[src/rtl/i2c_csr_pkg.sv]
package i2c_csr_pkg;

    localparam int DATA_W = 8;
    localparam int CODE_W = 5;
    localparam int ADDR_W = 2;
    localparam int CTRL_W = 5;
    localparam int LSB_W  = DATA_W - CODE_W;

    // Bit positions of the control word (read back at the set address)
    localparam int B_EN  = 0;
    localparam int B_STA = 1;
    localparam int B_STO = 2;
    localparam int B_INT = 3;
    localparam int B_ACK = 4;

    typedef enum logic [ADDR_W-1:0] {
        A_SET  = 2'd0,
        A_STAT = 2'd1,
        A_CLR  = 2'd2,
        A_NONE = 2'd3
    } addr_e;

    // Packed MSB first: ack is bit 4, en is bit 0
    typedef struct packed {
        logic ack;
        logic intf;
        logic sto;
        logic sta;
        logic en;
    } ctrl_t;

    typedef struct packed {
        logic [CTRL_W-1:0] set_m;
        logic [CTRL_W-1:0] clr_m;
    } wreq_t;

    localparam logic [CODE_W-1:0] IDLE_CODE = '1;

    function automatic logic [DATA_W-1:0] stat_byte(input logic [CODE_W-1:0] c);
        return {c, {LSB_W{1'b0}}};
    endfunction

endpackage

[src/rtl/i2c_csr_regif.sv]
module i2c_csr_regif
    import i2c_csr_pkg::*;
(
    input  logic                 bus_sel,
    input  logic                 bus_wr,
    input  logic [ADDR_W-1:0]    bus_addr,
    input  logic [DATA_W-1:0]    bus_wdata,
    input  ctrl_t                ctrl_q,
    input  logic [CODE_W-1:0]    stat_code,
    output wreq_t                wreq,
    output logic [DATA_W-1:0]    bus_rdata
);

    logic wr_hit;
    logic unused_hi;

    assign wr_hit    = bus_sel && bus_wr;
    assign unused_hi = ^bus_wdata[DATA_W-1:CTRL_W];

    always_comb begin
        wreq = '0;
        if (wr_hit && addr_e'(bus_addr) == A_SET) wreq.set_m = bus_wdata[CTRL_W-1:0];
        if (wr_hit && addr_e'(bus_addr) == A_CLR) wreq.clr_m = bus_wdata[CTRL_W-1:0];
    end

    always_comb begin
        case (addr_e'(bus_addr))
            A_SET:   bus_rdata = DATA_W'(ctrl_q);
            A_STAT:  bus_rdata = stat_byte(stat_code);
            default: bus_rdata = '0;
        endcase
    end

endmodule

[src/rtl/i2c_csr_ctrl.sv]
module i2c_csr_ctrl
    import i2c_csr_pkg::*;
(
    input  logic   clk,
    input  logic   rst,
    input  wreq_t  wreq,
    input  logic   hw_int_set,
    input  logic   start_done,
    input  logic   stop_done,
    output ctrl_t  ctrl_q
);

    ctrl_t ctrl_d;

    always_comb begin
        ctrl_d = ctrl_t'((CTRL_W'(ctrl_q) | wreq.set_m) & ~wreq.clr_m);
        if (start_done && !wreq.set_m[B_STA]) ctrl_d.sta = 1'b0;
        if (stop_done  && !wreq.set_m[B_STO]) ctrl_d.sto = 1'b0;
        if (hw_int_set) ctrl_d.intf = 1'b1;
    end

    always_ff @(posedge clk) begin
        if (rst) ctrl_q <= '0;
        else     ctrl_q <= ctrl_d;
    end

endmodule

[src/rtl/i2c_csr_stat.sv]
module i2c_csr_stat
    import i2c_csr_pkg::*;
(
    input  logic               clk,
    input  logic               rst,
    input  logic               intf_q,
    input  logic               clr_intf,
    input  logic               hw_int_set,
    input  logic [CODE_W-1:0]  hw_code,
    output logic [CODE_W-1:0]  stat_code
);

    logic load;
    logic to_idle;

    assign load    = hw_int_set && (!intf_q || clr_intf);
    assign to_idle = clr_intf && !hw_int_set;

    always_ff @(posedge clk) begin
        if (rst)          stat_code <= IDLE_CODE;
        else if (load)    stat_code <= hw_code;
        else if (to_idle) stat_code <= IDLE_CODE;
    end

endmodule

[src/rtl/i2c_csr_top.sv]
module i2c_csr_top
    import i2c_csr_pkg::*;
(
    input  logic               clk,
    input  logic               rst,
    input  logic               bus_sel,
    input  logic               bus_wr,
    input  logic [ADDR_W-1:0]  bus_addr,
    input  logic [DATA_W-1:0]  bus_wdata,
    output logic [DATA_W-1:0]  bus_rdata,
    input  logic               eng_int_set,
    input  logic [CODE_W-1:0]  eng_status,
    input  logic               eng_start_done,
    input  logic               eng_stop_done,
    output logic               ctrl_en,
    output logic               ctrl_start,
    output logic               ctrl_stop,
    output logic               ctrl_ack,
    output logic               irq
);

    wreq_t             wreq;
    ctrl_t             ctrl_q;
    logic [CODE_W-1:0] stat_code;

    i2c_csr_regif u_regif (
        .bus_sel   (bus_sel),
        .bus_wr    (bus_wr),
        .bus_addr  (bus_addr),
        .bus_wdata (bus_wdata),
        .ctrl_q    (ctrl_q),
        .stat_code (stat_code),
        .wreq      (wreq),
        .bus_rdata (bus_rdata)
    );

    i2c_csr_ctrl u_ctrl (
        .clk        (clk),
        .rst        (rst),
        .wreq       (wreq),
        .hw_int_set (eng_int_set),
        .start_done (eng_start_done),
        .stop_done  (eng_stop_done),
        .ctrl_q     (ctrl_q)
    );

    i2c_csr_stat u_stat (
        .clk        (clk),
        .rst        (rst),
        .intf_q     (ctrl_q.intf),
        .clr_intf   (wreq.clr_m[B_INT]),
        .hw_int_set (eng_int_set),
        .hw_code    (eng_status),
        .stat_code  (stat_code)
    );

    assign ctrl_en    = ctrl_q.en;
    assign ctrl_start = ctrl_q.sta;
    assign ctrl_stop  = ctrl_q.sto;
    assign ctrl_ack   = ctrl_q.ack;
    assign irq        = ctrl_q.intf && ctrl_q.en;

endmodule

[config.mk]
export PLATFORM = sky130hd
export DESIGN_NAME = i2c_csr_top
export DESIGN_NICKNAME = d
export VERILOG_FILES = /design/src/rtl/i2c_csr_pkg.sv /design/src/rtl/i2c_csr_regif.sv /design/src/rtl/i2c_csr_ctrl.sv /design/src/rtl/i2c_csr_stat.sv /design/src/rtl/i2c_csr_top.sv
export SDC_FILE = /design/constraint.sdc
export NUM_CORES = 1
export LEC_CHECK = 0
export ABC_AREA = 1
export BUFFER_PORTS_ARGS = -buffer_cell sky130_fd_sc_hd__buf_4
export CAP_MARGIN = 20
export CORE_MARGIN = 2
export CORE_UTILIZATION = 29
export DETAILED_ROUTE_END_ITERATION = 7
export HOLD_SLACK_MARGIN = 0.1
export SYNTH_ARGS = -nofsm -noshare
export SYNTH_HDL_FRONTEND = slang
export SYNTH_SLANG_ARGS = --single-unit
[constraint.sdc]
create_clock -name clk -period 1.2 [get_ports clk]
set_clock_uncertainty 0.05 [all_clocks]
set_input_delay 0.12 -clock clk [delete_from_list [all_inputs] [get_ports clk]]
set_output_delay 0.12 -clock clk [all_outputs]
set_load 0.05 [all_outputs]
# --- Word level (Yosys, flattened, before mapping) ---
# Cells that the tools add are included.
# W data, S select, Z words.
totals:
  reg_bits: 10
  inputBits: 22
  output_inout_bits: 13
  wordCells: 34
op_classes:
  eq_ne: 2
  mux: 6
  bitwise: 3
  n_reduce_logical: 17
ops:
  columns: ["op", "count"]
  rows:
  - ["$mux W5", 4]
  - ["$pmux W8 S2", 1]
  - ["$logic_and A1 B1 Y1", 8]
  - ["$and A5 B5 Y5", 1]
  - ["$not A5 Y5", 1]
  - ["$or A5 B5 Y5", 1]
  - ["$logic_not A1 Y1", 4]
  - ["$reduce_or A2 Y1", 2]
  - ["$eq A2 B1 Y1 const B", 1]
  - ["$eq A2 B2 Y1 const B", 1]
  - ["$logic_not A2 Y1", 1]
  - ["$reduce_bool A2 Y1", 1]
  - ["$logic_or A1 B1 Y1", 1]
  - ["$mux W1", 1]

# --- Depth between registers and ports, before layout ---
# Gate-level depths: netlist of the first run.
logic_depth:
  depth_word: 6
  depth_mapped: 7
  depth_no_buf: 7

# --- Cells and area by module ---
# A second synthesis of the first run with hierarchy kept.
hier_totals:
  cells_unflattened: 105
  area_unflattened_um2: 600.6
modules_own_cells:
  columns: ["mod", "n_inst", "cells_each", "area_each_um2", "seq_area_each_um2"]
  rows:
  - ["i2c_csr_stat", 1, 40, 249.0, 100.1]
  - ["i2c_csr_ctrl", 1, 21, 172.7, 100.1]
  - ["i2c_csr_regif", 1, 42, 171.4, 0.0]
  - ["i2c_csr_top", 1, 2, 7.5, 0.0]

# --- Worst setup path after synthesis of the first run ---
# Ideal clock, no wire load.
synth_path:
  path_type: "register to output"
  from: "register, netlist name u_ctrl.ctrl_q[4]"
  to: "output bus_rdata[4]"
  arrival_time_ns: 1.836
  t_required_ns: 1.030
  path_slack_ns: -0.806
  path_stages_with_launch: 3
  n_path_buf: 0
  path_cell_list: "dfxtp_1 inv_1 o21ai_0"
synth_between:
  elab_chain_cells: 1
synth_lines:
  columns: ["item", "line_no", "source"]
  rows:
  - ["$pmux W8 S2", "i2c_csr_regif.sv:27", "case (addr_e'(bus_addr))"]
  - ["to (decl)", "i2c_csr_top.sv:10", "output logic [DATA_W-1:0] bus_rdata,"]
# No other way between the ends.

# --- Worst setup path in the final report of the first run ---
layout_path:
  from: "register u_stat.stat_code[1]"
  to: "output bus_rdata[4]"
layout_between:
  elab_chain_cells: 1
layout_lines:
  columns: ["item", "line_no", "source"]
  rows:
  - ["from (decl)", "i2c_csr_stat.sv:10", "output logic [CODE_W-1:0] stat_code"]
  - ["from (signal assigned)", "i2c_csr_stat.sv:21", "else if (load) stat_code <= hw_code;"]
  - ["$pmux W8 S2", "i2c_csr_regif.sv:27", null]
# No other way between the ends.

==> impl_metrics.ini, run 1 <==
[outcome]
outcome = finished clean

[clocking]
cts.clk_slew.worst_paths_ns = 0.06
cts.sinks = 10
insertion_delay_ns = 0.25
cts_htree_levels = 1
cts_tree = built
clk_path_buf_depth = 2
cts_root_buffer = clkbuf_4
cts_buffers = 3

[logic_synthesis]
ys_top_cells_by_area = dfxtp_1 (35%), nand3_1 (11%), nand2_1 (11%)
synth_top_family_by_area = simple AND/OR/NAND/NOR gates
syn_area_sq_um = 568
syn_nets = 106
synth_simple_gate_area_share_pct = 43.0
yosysSeqAreaShare_pct = 35.2
syn_area_per_cell_sq_um = 6.76
synth_top_cell_area_share_pct = 35.2
synthCells = 84
yosys_warnings = 0
synthAdderAreaFrac_pct = 0
synthMuxAreaShare_pct = 0
synth_compound_area_share_pct = 11.9
synth-xor-area-share_pct = 0
synth_top_area_cell = dfxtp_1
yosysUniqueCellTypes = 15
ys_seq_elements = 10

[worst_setup_path]
setup.worst_path.end_class = output pin
slowest_delay_ns = 0.34
startpoint_type = flip-flop
path_cells = nand3_1 -> o21ai_4 -> buf_6
timing.critical_path.required_ns = 1.03
crit_type = flip-flop to output pin
critPathSlowestCell = dfxtp_1
cp.arrival_ns = 0.97
cp_max_fo = 2
regToRegSetupSlack_ns = 0.27

[pwr]
design_power_total_uw = 858
power_frac_comb_pct = 31.8
intPower_uw = 595
power_frac_seq_pct = 42.6
power.density_nw_per_um2 = 826
p_sw_uw = 263
p_leak_uw = 0.000487
p_sw_share_pct = 30.6
power.share.clock_pct = 25.7
ir_drop_mv = 0.463

[finish]
mostFrequentLayoutCells = buf_4 (31), nand2_1 (16), nand3_1 (13)
final_nets = 155
fill_cells = 191
final_common_cell = buf_4
seq_area_sq_um = 209
antenna_cells = 0
drive_gt1_share_pct = 45.8
multi_input_area_sq_um = 345
area_growth_pct = 82.8

[job]
cap_viol_max_count = 0

[placed_design]
port_buffers = 31
dp_hpwl_mm = 1.13
globalplace.congestion = 0.739

[min_path]
hold_class = input pin to flip-flop

[timing]
fin_tns_setup_ns = 0
setup_viol = 0
slew_violations = 0
min_period_ns = 1.14
worst_pin_slew_ns = 0.276
timing.hold.ws_ns = 0.103
hold_viol = 0
maxSlewHeadroom_pct = 81.6
max_freq_mhz = 879
rsz0062_at_grt = false
fin_crit_sh_pct = 94.8

[routing]
ant_nets = 0
drt_iter0_markers = 13
wl_per_cell_microns = 9.56
num_vias = 695
vias_per_cell = 4.40
drc = 0
dr.pass1.iters = 4
postRouteWirelength_mm = 1.51

[grt]
antenna_found_initial = 0
grt_overflow = 0
grt_usage_pct = 13.7
grt_pass1_wl_mm = 2.25
grt_pass1_vias = 586
grt_max_degree = 10

[floorplan]
core_sq_um = 1900
pin_count = 35
initial_core_util_pct = 29.9
die_h_microns = 48.3
die_area_sq_um = 2330
die_x_microns = 48.3
rows = 16
what timing repair did:
item                                   in CTS  in global routing
pin swaps                                   0                  0
setup endpoints to repair                   2                  3
buffers inserted                            0                  2
endpoints found under the hold margin      10                  0
hold buffers                               12                  0
gates resized for setup                     1                  3
Yosys cell counts (all sizes together):
master,instances
or2,2
clkbuf,1
o211ai,5
dfxtp,10
o21ai,1
nor2,10
nand2,21
inv,14
a21oi,5
nand3,15
worst max-delay path: cells and delay by family, from the launching register on:
kind | cells | cell delay, ns
compound gates | 1 | 0.08
buf+inv | 1 | 0.17
flops | 1 | 0.34
simple gates | 1 | 0.12
worst paths after layout:
path / start / end / cells past startpoint
max: u_stat.stat_code[1]$_SDFFE_PP1P_ / bus_rdata[4] / 3
min: eng_int_set / u_stat.stat_code[4]$_SDFFE_PP1P_ / 3
max reg2reg: u_ctrl.ctrl_q[1]$_SDFF_PP0_ / u_ctrl.ctrl_q[1]$_SDFF_PP0_ / 3
min reg2reg: u_stat.stat_code[4]$_SDFFE_PP1P_ / u_stat.stat_code[4]$_SDFFE_PP1P_ / 2
routing by layer:
| metal | vias to the layer above | GRT usage [%] | part of all wire (%) |
|---|---|---|---|
| met1 | 303 | 15.1 | 45 |
| li1 | 366 | - | - |
| met2 | 24 | 24.7 | 48 |
| met4 | 0 | 4.86 | 0.26 |
| met5 | - | 0 | 0 |
| met3 | 2 | 3.70 | 6.0 |
cell type report:
type	count	share of cell area [%]
clock buffer	3	2.17
inverter	14	5.06
multi-input combinational	59	33.3
sequential	10	20.1
tap	27	3.25
timing repair buffer	45	36.1
power groups by stage:
stage | clock, uW | combinational (uW) | sequential [uW]
global placement | 0 | 228 | 375
finish | 220 | 272 | 365
global route | 259 | 295 | 368
detailed placement | 0 | 229 | 375
CTS | 227 | 261 | 368
floorplan | 0 | 137 | 375
registers in the layout, indices dropped and copies added, names as in the netlist:
signal and cells:
u_stat.stat_code 5, u_ctrl.ctrl_q 5
through the flow:
step	cells	setup slack (ns)	util [%]	instance area (sq um)
after floorplan	84	0.0323	-	607
after global placement	141	0.132	45.7	870
after detailed placement	141	0.128	45.7	870
after CTS	156	0.00340	53.3	1010
after global routing	158	0.00122	54.6	1040
final	158	0.0629	54.6	1040
kinds of logic (layout without fill, tap and decap cells):
family	after synthesis	in the layout
AND/OR/NAND/NOR	48	48
buffers and inverters	15	62
AO/OA/AOI/OAI	11	11
flip-flops	10	10
Note: power is estimated with default switching activity, not from simulation.
==> inputs of run 2 (changes only) <==
Settings changed: ABC_AREA 1 to unset.
==> impl_metrics.ini, run 2 <==
[finish]
fill_cells = 184
stdcell_area_sq_um = 925
antenna_cells = 0
final_nets = 123
multi_input_area_sq_um = 348
fin_cells = 124
drive_gt1_share_pct = 54.5
reg_top3 = u_ctrl.ctrl_q: 5 flops, u_stat.stat_code: 5 flops
area_growth_pct = 68.7
final_common_cell = buf_4
mostFrequentLayoutCells = buf_4 (31), nor2_1 (11), dfxtp_1 (7)
seq_area_sq_um = 204

[logic_synthesis]
yosysSeqAreaShare_pct = 36.5
yosys_warnings = 0
syn_area_sq_um = 548
synthArstFlopShare_pct = 0
synth_top_cell_area_share_pct = 36.5
synth_edf_count = 0
syn_nets = 82
yosysUniqueCellTypes = 17
syn_area_per_cell_sq_um = 9.13
synth_flop_cell = dfxtp_1
synth_commonest_cells = nor2_1 (13), dfxtp_1 (10), and2_1 (7)
ys_top_cells_by_area = dfxtp_1 (37%), a22oi_2 (11%), nor2_1 (8.9%)
ys_seq_elements = 10
yosysMostFrequentCell = nor2_1
synth_top_area_cell = dfxtp_1
synthCells = 60

[floorplan]
initial_core_util_pct = 31.4
die_area_sq_um = 2250
die_h_microns = 47.5
die_x_microns = 47.5
pin_count = 35
rows = 15
core_sq_um = 1750

[grt]
grt_overflow = 0
grt_pass1_wl_mm = 2.12
grt_pass1_vias = 500
grt_max_degree = 17
grt_usage_pct = 14.2
antenna_found_initial = 0

[outcome]
outcome = finished clean

[placed_design]
place_area_sq_um = 825
dp_hpwl_mm = 1.06
port_buffers = 31
dp.cells = 115
globalplace.congestion = 0.687

[timing]
rsz0062_at_grt = false
fin_crit_sh_pct = 95.6
setup_viol = 0
timing.hold.ws_ns = 0.115
worst_pin_slew_ns = 0.293
min_period_ns = 1.15
maxSlewHeadroom_pct = 80.4
hold_viol = 0
max_freq_mhz = 871
slew_violations = 0

[routing]
wl_per_cell_microns = 11.4
ant_nets = 0
drt_iter0_markers = 3
drc = 0
dr.pass1.iters = 4
vias_per_cell = 4.40
num_vias = 545
postRouteWirelength_mm = 1.42

[clocking]
cts_root_buffer = clkbuf_4
cts_htree_levels = 1
cts_setup_buffers = 0
cts.clk_slew.worst_paths_ns = 0.06
cts.sinks = 10
cts_buffers = 3
insertion_delay_ns = 0.26
cts_tree = built
clk_path_buf_depth = 2

[min_path]
hold_class = input pin to flip-flop

[pwr]
ir_drop_mv = 0.577
p_leak_uw = 0.000403
design_power_total_uw = 835
power.density_nw_per_um2 = 903

[worst_setup_path]
startpoint_type = flip-flop
slowest_delay_ns = 0.33
critPathBufInv = 1
timing.critical_path.required_ns = 1.03
crit_type = flip-flop to output pin
cp.arrival_ns = 0.98
cp_max_fo = 3
critPathSlowestCell = dfxtp_2
path_cells = mux2i_2 -> nor2_4 -> buf_6
setup.worst_path.end_class = output pin
critPathTopFamily = flip-flops

[job]
cap_viol_max_count = 0
-- run 2: cell type report --
cell class / instances / area share, %
flip-flops and latches: 10 / 22.1
repair buffers: 39 / 34.1
multi-input cells: 46 / 37.6
inverters: 1 / 0.406
clock buffers: 3 / 2.44
well taps: 25 / 3.38
-- run 2: path summary, 6_finish.rpt --
kind                               startpoint                               end  slack [ns]  depth (start not counted)
max               u_ctrl.ctrl_q[4]$_SDFF_PP0_                      bus_rdata[4]        0.05                          3
max reg2reg       u_ctrl.ctrl_q[3]$_SDFF_PP0_  u_stat.stat_code[2]$_SDFFE_PP1P_        0.15                          3
min                             eng_status[3]  u_stat.stat_code[3]$_SDFFE_PP1P_        0.12                          3
min reg2reg  u_stat.stat_code[3]$_SDFFE_PP1P_  u_stat.stat_code[3]$_SDFFE_PP1P_        0.46                          2
-- run 2: through the flow --
step / setup slack (ns) / util [%] / setup TNS (ns)
final: 0.0523 / 53.0 / 0
after global routing: 0.00867 / 53.0 / 0
after CTS: 0.00108 / 52.5 / 0
after detailed placement: 0.0368 / 47.2 / 0
after global placement: 0.0468 / 47.2 / 0
after floorplan: -0.0930 / - / -0.0930
-- run 2: timing repair --
| action | 4_1_cts | 5_1_grt |
|---|---|---|
| setup endpoints to repair | 2 | 2 |
| gates resized for setup | 3 | 3 |
| hold buffers | 6 | 0 |
| hold endpoints to repair | 5 | 0 |
| pin swaps | 0 | 0 |
-- run 2: cells by family (layout without fill, tap and decap cells) --
kind of cell / count (synthesis) / after routing / synth area share, %
and+or+nand+nor: 26 / 26 / 25.6
AOI/OAI and AO/OA: 18 / 18 / 30.1
DFF: 10 / 10 / 36.5
buffers and inverters: 4 / 43 / 4.11
muxes: 2 / 2 / 3.65
-- run 2: report_power, final --
part	total (uW)	internal, uW	switching [uW]
clock network	223	116	108
registers	361	350	11.3
logic	251	120	131
-- run 2: tightest hold or removal path: stages --
cell     delay (ns)
buf_4          0.07
nor2_1         0.04
a22oi_2        0.15
-- run 2: layer usage --
layer,up-vias,track usage (%),wire (microns)
li1,293,-,-
met1,233,16.9,642
met2,15,22.4,679
met3,4,2.26,48
met4,0,11.7,46
met5,-,0,0
==> inputs of run 3 (changes only) <==
Settings changed: ABC_AREA set to 1, SYNTH_HIERARCHICAL set to 1.
==> impl_metrics.ini, run 3 <==
[logic_synthesis]
synth_flop_cell = dfxtp_1
synthCells = 105
syn_nets = 127
ys_seq_elements = 10
syn_area_sq_um = 601
synth_commonest_cells = inv_1 (31), nand2_1 (18), nor2_1 (15)
synth_top_cell_area_share_pct = 33.3
yosysUniqueCellTypes = 12
synth_top_area_cell = dfxtp_1
ys_top_cells_by_area = dfxtp_1 (33%), inv_1 (19%), nand3_1 (12%)
yosysSeqAreaShare_pct = 33.3
yosys_warnings = 6
synth_edf_count = 0
yosysMostFrequentCell = inv_1
synthArstFlopShare_pct = 0
syn_area_per_cell_sq_um = 5.72

[finish]
mostFrequentLayoutCells = buf_4 (35), inv_1 (31), nand2_1 (18)
seq_area_sq_um = 206
fill_cells = 218
multi_input_area_sq_um = 303
drive_gt1_share_pct = 33.8
area_growth_pct = 71.9
final_common_cell = buf_4
antenna_cells = 0
final_nets = 174
reg_top3 = u_ctrl/ctrl_q: 5 flops, u_stat/stat_code: 5 flops

[timing]
setup_viol = 0
rsz0062_at_grt = false
max_freq_mhz = 873
worst_pin_slew_ns = 0.284
slew_violations = 0
min_period_ns = 1.14
fin_tns_setup_ns = 0
fin_ws_ns = 0.0552
maxSlewHeadroom_pct = 80.9
hold_viol = 0
fin_crit_sh_pct = 95.4

[routing]
vias_per_cell = 4.09
wl_per_cell_microns = 8.38
postRouteWirelength_mm = 1.49
num_vias = 728
drc = 0
drt_iter0_markers = 24
ant_nets = 0
dr.pass1.iters = 4

[worst_setup_path]
r2r_end = u_stat/stat_code[0]$_SDFFE_PP1P_
worstReg2RegStart = u_ctrl/ctrl_q[3]$_SDFF_PP0_
path_cells = inv_1 -> nor2_4 -> buf_4
startpoint_type = flip-flop
regToRegSetupSlack_ns = 0.35
timing.critical_path.required_ns = 1.03
critPathSlowestCell = dfxtp_2
rr_worst_depth = 5
cp.arrival_ns = 0.97
cp_max_fo = 4
crit_type = flip-flop to output pin
setup.worst_path.end_class = output pin
slowest_delay_ns = 0.35

[grt]
grt_pass1_wl_mm = 2.59
grt_pass1_vias = 686
grt_usage_pct = 13.8
grt_max_degree = 9
grt_overflow = 0
antenna_found_initial = 0

[min_path]
hold_depth = 5
whs_endpoint = u_stat/stat_code[2]$_SDFFE_PP1P_
hold_class = input pin to flip-flop
min_from = eng_status[2]

[clocking]
cts_htree_levels = 1
cts.sinks = 10
cts_buffers = 3
clk_path_buf_depth = 2
cts_setup_buffers = 0
cts_tree = built
cts_root_buffer = clkbuf_4
insertion_delay_ns = 0.26
cts.clk_slew.worst_paths_ns = 0.07

[job]
cap_viol_max_count = 0

[floorplan]
rows = 16
pin_count = 35
die_x_microns = 49.5
initial_core_util_pct = 30.6
core_sq_um = 1960
die_area_sq_um = 2450
die_h_microns = 49.5

[pwr]
power.density_nw_per_um2 = 883
p_leak_uw = 0.000609
ir_drop_mv = 0.486

[placed_design]
placement.setup.worst_slack_ns = 0.0333
dp_hpwl_mm = 1.19
port_buffers = 31
globalplace.congestion = 0.734

[outcome]
outcome = finished clean
==> run 3: changes by cell type after synthesis, moves of 4 or more <==
| cell | previous run | this run |
|---|---|---|
| and2_1 | 7 | 0 |
| a22oi_2 | 5 | 0 |
| inv_1 | 1 | 31 |
| nand2_1 | 0 | 18 |
| nor2b_1 | 4 | 0 |
| nand3_1 | 0 | 14 |
| nor3_1 | 0 | 7 |
| a211oi_1 | 4 | 0 |
==> run 3: layer usage <==
metal  vias up  share of wire [%]  GRT usage (%)
met5         -                  0              0
met4         0                1.5           7.87
met3         2                6.7           3.03
met2        28                 48           25.2
met1       296                 43           14.3
li1        402                  -              -
==> run 3: repair_timing <==
item                                   in CTS  in global routing
gates resized for setup                     0                  1
setup endpoints to repair                   0                  1
hold buffers                                7                  0
endpoints found under the hold margin       8                  0
==> run 3: through the flow <==
| step | area, sq um | total power (uW) | util, % | instances | hold WS [ns] |
|---|---|---|---|---|---|
| after floorplan | 628 | 497 | - | 105 | 0.139 |
| after global placement | 925 | 595 | 47.1 | 167 | 0.290 |
| after detailed placement | 925 | 597 | 47.1 | 167 | 0.293 |
| after CTS | 1030 | 930 | 52.6 | 178 | 0.115 |
| after global routing | 1030 | 967 | 52.6 | 178 | 0.170 |
| final | 1030 | 911 | 52.6 | 178 | 0.124 |
==> run 3: power by group <==
part | total [uW] | internal (uW) | switching, uW
logic | 247 | 110 | 137
clock network | 305 | 184 | 121
registers | 359 | 349 | 10.4
==> run 3: final cells by class <==
| cell class | instances | area share, % |
|---|---|---|
| Sequential cell | 10 | 20.0 |
| Tap cell | 27 | 3.27 |
| Timing Repair Buffer | 42 | 32.2 |
| Clock buffer | 4 | 3.52 |
| Inverter | 32 | 11.6 |
| Multi-Input combinational cell | 63 | 29.3 |
==> run 3: logic make-up (layout without fill, tap and decap cells) <==
| kind of cell | Yosys count | in the layout | share of synthesized area [%] |
|---|---|---|---|
| compound gates | 4 | 4 | 3.33 |
| buf+inv | 32 | 78 | 20.0 |
| simple gates | 59 | 59 | 43.3 |
| flops | 10 | 10 | 33.3 |
==> run 3: worst max path at each step <==
stage                                          start                                to  slack [ns]
finish                   u_ctrl/ctrl_q[0]$_SDFF_PP0_                      bus_rdata[0]        0.06
global route        u_stat/stat_code[3]$_SDFFE_PP1P_                      bus_rdata[6]       0.005
CTS                      u_ctrl/ctrl_q[3]$_SDFF_PP0_                      bus_rdata[3]        0.02
detailed placement                       bus_addr[0]  u_stat/stat_code[0]$_SDFFE_PP1P_        0.03
global placement                         bus_addr[0]  u_stat/stat_code[0]$_SDFFE_PP1P_        0.03
floorplan           u_stat/stat_code[2]$_SDFFE_PP1P_                      bus_rdata[5]        0.03
==> run 3: critical path, delay by kind of cell (launching register included) <==
family | cells | cell delay [ns]
buf+inv | 2 | 0.27
simple gates | 1 | 0.09
flops | 1 | 0.35
